$ cat src/rtl/pwe_pkg.sv
package pwe_pkg;
    parameter int ADDR_W = 8;
    parameter int DATA_W = 8;
    parameter int OFF_W  = 4;

    typedef enum logic [1:0] {
        ST_IDLE,
        ST_COLLECT,
        ST_COMMIT,
        ST_TIMED
    } pwe_state_e;

    // Protect levels: none, top quarter, top half, everything.
    function automatic logic pwe_blocked(input logic [1:0] lvl,
                                         input logic [ADDR_W-1:0] a);
        logic res;
        unique case (lvl)
            2'b00:   res = 1'b0;
            2'b01:   res = &a[ADDR_W-1 -: 2];
            2'b10:   res = a[ADDR_W-1];
            default: res = 1'b1;
        endcase
        return res;
    endfunction
endpackage

$ cat src/rtl/pwe_page_buffer.sv
module pwe_page_buffer #(
    parameter int SLOT_W = 4,
    parameter int BYTE_W = 8
) (
    input  logic              clk,
    input  logic              rst,
    input  logic              load,
    input  logic [SLOT_W-1:0] load_slot,
    input  logic              push,
    input  logic [BYTE_W-1:0] push_data,
    input  logic [SLOT_W-1:0] rd_slot,
    output logic [BYTE_W-1:0] rd_data,
    output logic              rd_valid,
    output logic              any_valid
);
    localparam int SLOTS = 1 << SLOT_W;

    logic [BYTE_W-1:0] slot_q [SLOTS];
    logic [SLOTS-1:0]  vld_q;
    logic [SLOT_W-1:0] ptr_q;

    for (genvar s = 0; s < SLOTS; s++) begin : g_slot
        always_ff @(posedge clk) begin
            if (push && ptr_q == SLOT_W'(s)) begin
                slot_q[s] <= push_data;
            end
        end
    end

    always_ff @(posedge clk) begin
        if (rst) begin
            vld_q <= '0;
            ptr_q <= '0;
        end else if (load) begin
            vld_q <= '0;
            ptr_q <= load_slot;
        end else if (push) begin
            vld_q[ptr_q] <= 1'b1;
            ptr_q        <= ptr_q + 1'b1;
        end
    end

    assign rd_data   = slot_q[rd_slot];
    assign rd_valid  = vld_q[rd_slot];
    assign any_valid = |vld_q;


    push_store_chk: assert property (@(posedge clk) disable iff (rst)
        (push && !load) |=> (vld_q[$past(ptr_q)] && ptr_q == $past(ptr_q) + 1'b1));
endmodule

$ cat src/rtl/pwe_cycle_timer.sv
module pwe_cycle_timer #(
    parameter int CYCLES = 500000
) (
    input  logic clk,
    input  logic rst,
    input  logic start,
    output logic busy,
    output logic done
);
    localparam int CNT_W = $clog2(CYCLES + 1);

    logic [CNT_W-1:0] cnt_q;

    always_ff @(posedge clk) begin
        if (rst) begin
            busy  <= 1'b0;
            cnt_q <= '0;
        end else if (start) begin
            busy  <= 1'b1;
            cnt_q <= '0;
        end else if (busy) begin
            if (cnt_q == CNT_W'(CYCLES - 1)) begin
                busy <= 1'b0;
            end else begin
                cnt_q <= cnt_q + 1'b1;
            end
        end
    end

    assign done = busy && (cnt_q == CNT_W'(CYCLES - 1));


    timer_end_chk: assert property (@(posedge clk) disable iff (rst)
        (done && !start) |=> !busy);

    timer_go_chk: assert property (@(posedge clk) disable iff (rst)
        start |=> busy);
endmodule

$ cat src/rtl/page_write_engine.sv
module page_write_engine
    import pwe_pkg::*;
#(
    parameter int WRITE_CYCLES = 500000
) (
    input  logic              clk,
    input  logic              rst,
    input  logic              wel_set,
    input  logic [1:0]        bp,
    input  logic              wr_start,
    input  logic [ADDR_W-1:0] start_addr,
    input  logic              byte_valid,
    input  logic [DATA_W-1:0] byte_data,
    input  logic              cs_rise,
    input  logic              on_boundary,
    output logic              wel,
    output logic              wip,
    output logic              arr_we,
    output logic [ADDR_W-1:0] arr_addr,
    output logic [DATA_W-1:0] arr_wdata
);
    localparam int PAGE_W     = ADDR_W - OFF_W;
    localparam int PAGE_BYTES = 1 << OFF_W;

    pwe_state_e        state_q;
    logic [PAGE_W-1:0] page_q;
    logic [OFF_W-1:0]  idx_q;
    logic              wel_q;

    logic              buf_load, buf_push, buf_any, slot_valid;
    logic [DATA_W-1:0] slot_data;
    logic              tmr_start, tmr_busy, tmr_done;
    logic              commit_ok;

    assign buf_load  = (state_q == ST_IDLE) && wr_start && wel_q;
    assign buf_push  = (state_q == ST_COLLECT) && byte_valid;
    assign commit_ok = cs_rise && on_boundary && (buf_any || byte_valid);
    assign tmr_start = (state_q == ST_COMMIT) && (idx_q == OFF_W'(PAGE_BYTES - 1));

    pwe_page_buffer #(.SLOT_W(OFF_W), .BYTE_W(DATA_W)) u_buf (
        .clk       (clk),
        .rst       (rst),
        .load      (buf_load),
        .load_slot (start_addr[OFF_W-1:0]),
        .push      (buf_push),
        .push_data (byte_data),
        .rd_slot   (idx_q),
        .rd_data   (slot_data),
        .rd_valid  (slot_valid),
        .any_valid (buf_any)
    );

    pwe_cycle_timer #(.CYCLES(WRITE_CYCLES)) u_tmr (
        .clk   (clk),
        .rst   (rst),
        .start (tmr_start),
        .busy  (tmr_busy),
        .done  (tmr_done)
    );

    always_ff @(posedge clk) begin
        if (rst) begin
            state_q <= ST_IDLE;
            page_q  <= '0;
            idx_q   <= '0;
        end else begin
            unique case (state_q)
                ST_IDLE: begin
                    if (buf_load) begin
                        state_q <= ST_COLLECT;
                        page_q  <= start_addr[ADDR_W-1:OFF_W];
                    end
                end
                ST_COLLECT: begin
                    if (cs_rise) begin
                        idx_q   <= '0;
                        state_q <= commit_ok ? ST_COMMIT : ST_IDLE;
                    end
                end
                ST_COMMIT: begin
                    idx_q <= idx_q + 1'b1;
                    if (tmr_start) begin
                        state_q <= ST_TIMED;
                    end
                end
                default: begin
                    if (tmr_done) begin
                        state_q <= ST_IDLE;
                    end
                end
            endcase
        end
    end

    always_ff @(posedge clk) begin
        if (rst) begin
            wel_q <= 1'b0;
        end else if (state_q == ST_TIMED && tmr_done) begin
            wel_q <= 1'b0;
        end else if (state_q == ST_IDLE && wel_set) begin
            wel_q <= 1'b1;
        end
    end

    assign wel       = wel_q;
    assign wip       = (state_q == ST_COMMIT) || (state_q == ST_TIMED);
    assign arr_addr  = {page_q, idx_q};
    assign arr_wdata = slot_data;
    assign arr_we    = (state_q == ST_COMMIT) && slot_valid && !pwe_blocked(bp, arr_addr);


    wip_rise_chk: assert property (@(posedge clk) disable iff (rst)
        $rose(wip) |-> $past(cs_rise && on_boundary));

    wip_needs_wel_chk: assert property (@(posedge clk) disable iff (rst)
        $rose(wip) |-> wel);

    wel_drop_chk: assert property (@(posedge clk) disable iff (rst)
        $fell(wel) |-> $fell(wip));

    we_in_wip_chk: assert property (@(posedge clk) disable iff (rst)
        arr_we |-> (wip && tmr_busy == 1'b0));

    wip_hold_chk: assert property (@(posedge clk) disable iff (rst)
        (wip && !tmr_done) |=> wip);
endmodule

$ cat config.mk
export PLATFORM = sky130hd
export DESIGN_NAME = page_write_engine
export DESIGN_NICKNAME = d
export VERILOG_FILES = /design/src/rtl/pwe_pkg.sv /design/src/rtl/pwe_page_buffer.sv /design/src/rtl/pwe_cycle_timer.sv /design/src/rtl/page_write_engine.sv
export SDC_FILE = /design/constraint.sdc
export NUM_CORES = 1
export LEC_CHECK = 0
export ABC_AREA = 0
export BUFFER_PORTS_ARGS = -buffer_cell sky130_fd_sc_hd__buf_4
export CORE_MARGIN = 5
export CORE_UTILIZATION = 40
export CTS_CLUSTER_SIZE = 24
export DETAILED_ROUTE_END_ITERATION = 12
export SYNTH_ARGS = -nofsm -noshare
export SYNTH_HDL_FRONTEND = slang
export SYNTH_SLANG_ARGS = --single-unit
$ cat constraint.sdc
create_clock -name clk -period 2.6 [get_ports clk]
set_clock_uncertainty 0.1 [all_clocks]
set_input_delay 0.52 -clock clk [delete_from_list [all_inputs] [get_ports clk]]
set_output_delay 0.52 -clock clk [all_outputs]
set_load 0.01 [all_outputs]
==> key figures <==
Yosys
  • Library cells used by synthesis: 51
  • Prevailing post-synth register cell: edfxtp_1
  • Cells after synthesis: 455
  • Mean post-synth cell area: 16.49 um2
  • YS warnings: 0
  • Mapped Nets: 490
  • Post-Syn Area: 7502 um2
  • Post-synth EDFFs: 128
  • Ys async rst share: 0%
  • FF+latch count, synth: 183
  • Register area share after synthesis: 65.91%

Placed design
  • DP HPWL: 9942 um
  • I/O Buffers: 43
  • Place WS: 196.8 ps
  • Final GP Congestion: 0.7748

Layout
  • Area growth syn-to-layout: 17.63%
  • Most frequent cells in the layout: 128 x edfxtp_1, 60 x buf_4, 53 x dfxtp_1
  • Fin util: 47.49%
  • # diodes: 0
  • Fraction of layout cells with a size suffix above 1: 26.03%
  • Nets: 556
  • Filler cell count: 1,576
  • Area occupied by multi-input gates: 2375 um2
  • FF/Latch Area: 4952 um2
  • Commonest non-fill, non-tap cell in the layout: edfxtp_1

Floorplanning
  • Die Footprint: 21,590 um2
  • # IOs: 44
  • Die span in y: 147.0 um
  • Total core area: 18,580 um2
  • Starting density of the core: 40.38%
  • Rows: 50
  • Die W: 147.0 um

Timing
  • Final worst slack: -239.1 ps
  • Fmax: 352.2 MHz
  • Period utilization: 109.2%
  • Slew Limit Fails: 0
  • Slew at the pin closest to its max-slew limit: 554.9 ps
  • Final setup violation count: 9
  • Min Tclk post-route: 2839 ps
  • Slew margin rel.: 62.95%
  • RSZ-0062 raised after global routing: true
  • Final hold violation count: 0

Routing
  • Vias per cell: 5.470
  • Final routed DRC violation total: 0
  • DR vias: 4,201
  • Total Routed Length: 15,470 um
  • First-pass iteration count of the detailed router: 7
  • Drt wl/cell: 20.14 um
  • DRT antenna net count: 0
  • Drt first-iter violations: 325

Clocking
  • Clock Sinks: 183
  • Worst skew pair latency: 430 ps
  • Clock tree buffer depth: 2
  • Clk slew on worst S/H paths: 70 ps
  • Num CTS Buffers: 17
  • Htree depth: 4
  • Clk root buf: clkbuf_16
  • CTS tree: built
  • Post-CTS Hold Buffers: 0

Outcome
  • Status: complete, but fails checks
  • Violated checks: setup timing

Setup path
  • Top Family by Delay on Critical Path: multiplexers
  • CP cell instances: buf_12, mux4_1, mux4_2, buf_4
  • Required @ worst endpoint: 1980 ps
  • Critical path type: register to output port
  • CP bufs+invs: 2
  • Crit-path max cell delay: 560 ps
  • Slowest-stage cell, CP: mux4_1
  • Crit path capture type: output port
  • Crit path DAT: 2220 ps
  • Crit-path max FO: 20
  • R2r setup slk: 310 ps
  • Worst setup SP type: register

GRT
  • Largest net degree at the start of global routing: 33
  • Grt ovf: 0
  • First-pass GRT wire length: 24,450 um
  • Antenna violations before repair: 0
  • All-Layer GR Usage: 15.00%
  • Vias in the first global route: 4,390

Power and ir drop
  • Power per cell area: 699.7 nW/um2
  • Max VDD drop: 525.9 uV
  • Leak pwr: 3.002 nW

Worst hold path
  • Worst hold path type: input port to register

Job
  • Max capacitance violation total: 0
-- routing by layer --
metal	global-route usage (%)	up-vias	share of wire, %
met5	0	-	0
met2	24.01	135	48
li1	-	1934	-
met4	5.452	0	1.0
met1	20.25	2119	45
met3	3.393	13	5.8
-- worst reg2reg max path: stages, from the launching register on --
cell and delay (ps):
dfxtp_1 390, inv_1 120, ha_1 240, and2_1 320, nand2_1 210, nor3_1 300, buf_4 300
-- cells by family after synthesis --
logic type	Yosys count	synth area share [%]
AO/OA/AOI/OAI	51	5.120
XOR/XNOR	18	2.101
adder cells (fa/ha/maj)	10	1.668
buffers and inverters	27	1.984
flip-flops	183	65.91
multiplexers	49	15.24
AND/OR/NAND/NOR	117	7.972
-- synthesized netlist by cell type (3+ instances only) --
master,count,area (um2)
inv_1,6,22.52
clkbuf_1,12,45.04
nand2_1,23,86.33
edfxtp_1,128,3844
buf_1,4,15.01
nand2b_1,3,18.77
nor2_1,41,153.9
ha_1,10,125.1
a21oi_1,11,55.05
dfxtp_1,55,1101
o21a_1,18,135.1
nor4_1,5,31.28
mux2i_1,4,40.04
mux4_2,21,473.0
a211oi_1,5,37.54
and3_1,4,25.02
xor2_1,16,140.1
nand4_1,10,62.56
nor3_1,9,45.04
nand3_1,10,50.05
mux4_1,24,630.6
-- registers in the layout, summed over array words and instances, names as in the netlist, named ones only --
name / count
u_buf.ptr_q: 4
u_tmr.cnt_q: 19
idx_q: 4
u_buf.slot_q: 128
u_tmr.busy: 1
wel: 1
page_q: 4
u_buf.vld_q: 16
state_q: 2
-- through the flow --
stage	cells	TNS (ps)	area [um2]	power (W)	hold slack, ps
3_3_place_gp	735	0	8210	0.003645	348.5
6_report	768	-1640	8825	0.006174	233.1
2_1_floorplan	455	0	7502	0.003500	348.6
4_1_cts	767	-1998	8808	0.006239	213.5
3_5_place_dp	735	0	8210	0.003658	352.6
5_1_grt	768	-2379	8825	0.006419	225.3
-- timing repair --
| item | in CTS | in global routing |
|---|---|---|
| gates cloned | 0 | 0 |
| gates resized for setup | 11 | 5 |
| endpoints found under the setup margin | 9 | 9 |
| setup buffers | 0 | 1 |
| hold endpoints to repair | 0 | 0 |
-- power breakdown --
group          total, W  leakage (nW)  internal, W  switching [W]
Sequential      0.00321          1.60      0.00316      0.0000401
Clock           0.00258         0.295      0.00138        0.00120
Combinational  0.000389          1.11     0.000177       0.000212
-- final cells by class --
cell class	instances	area share [%]
inverter	6	0.2552
timing repair buffer	68	6.522
tap	234	3.318
multi-input combinational	245	26.91
clock inverter	15	2.056
sequential	183	56.12
clock buffer	17	4.821
-- final timing paths --
check | cells after the start | end | start
max reg2reg | 6 | u_buf.slot_q[3][4] | state_q[1]
min reg2reg | 2 | page_q[1] | page_q[1]
min | 3 | page_q[1] | start_addr[5]
max | 4 | arr_wdata[6] | register
No activity file was read; power rests on OpenSTA's default activity.
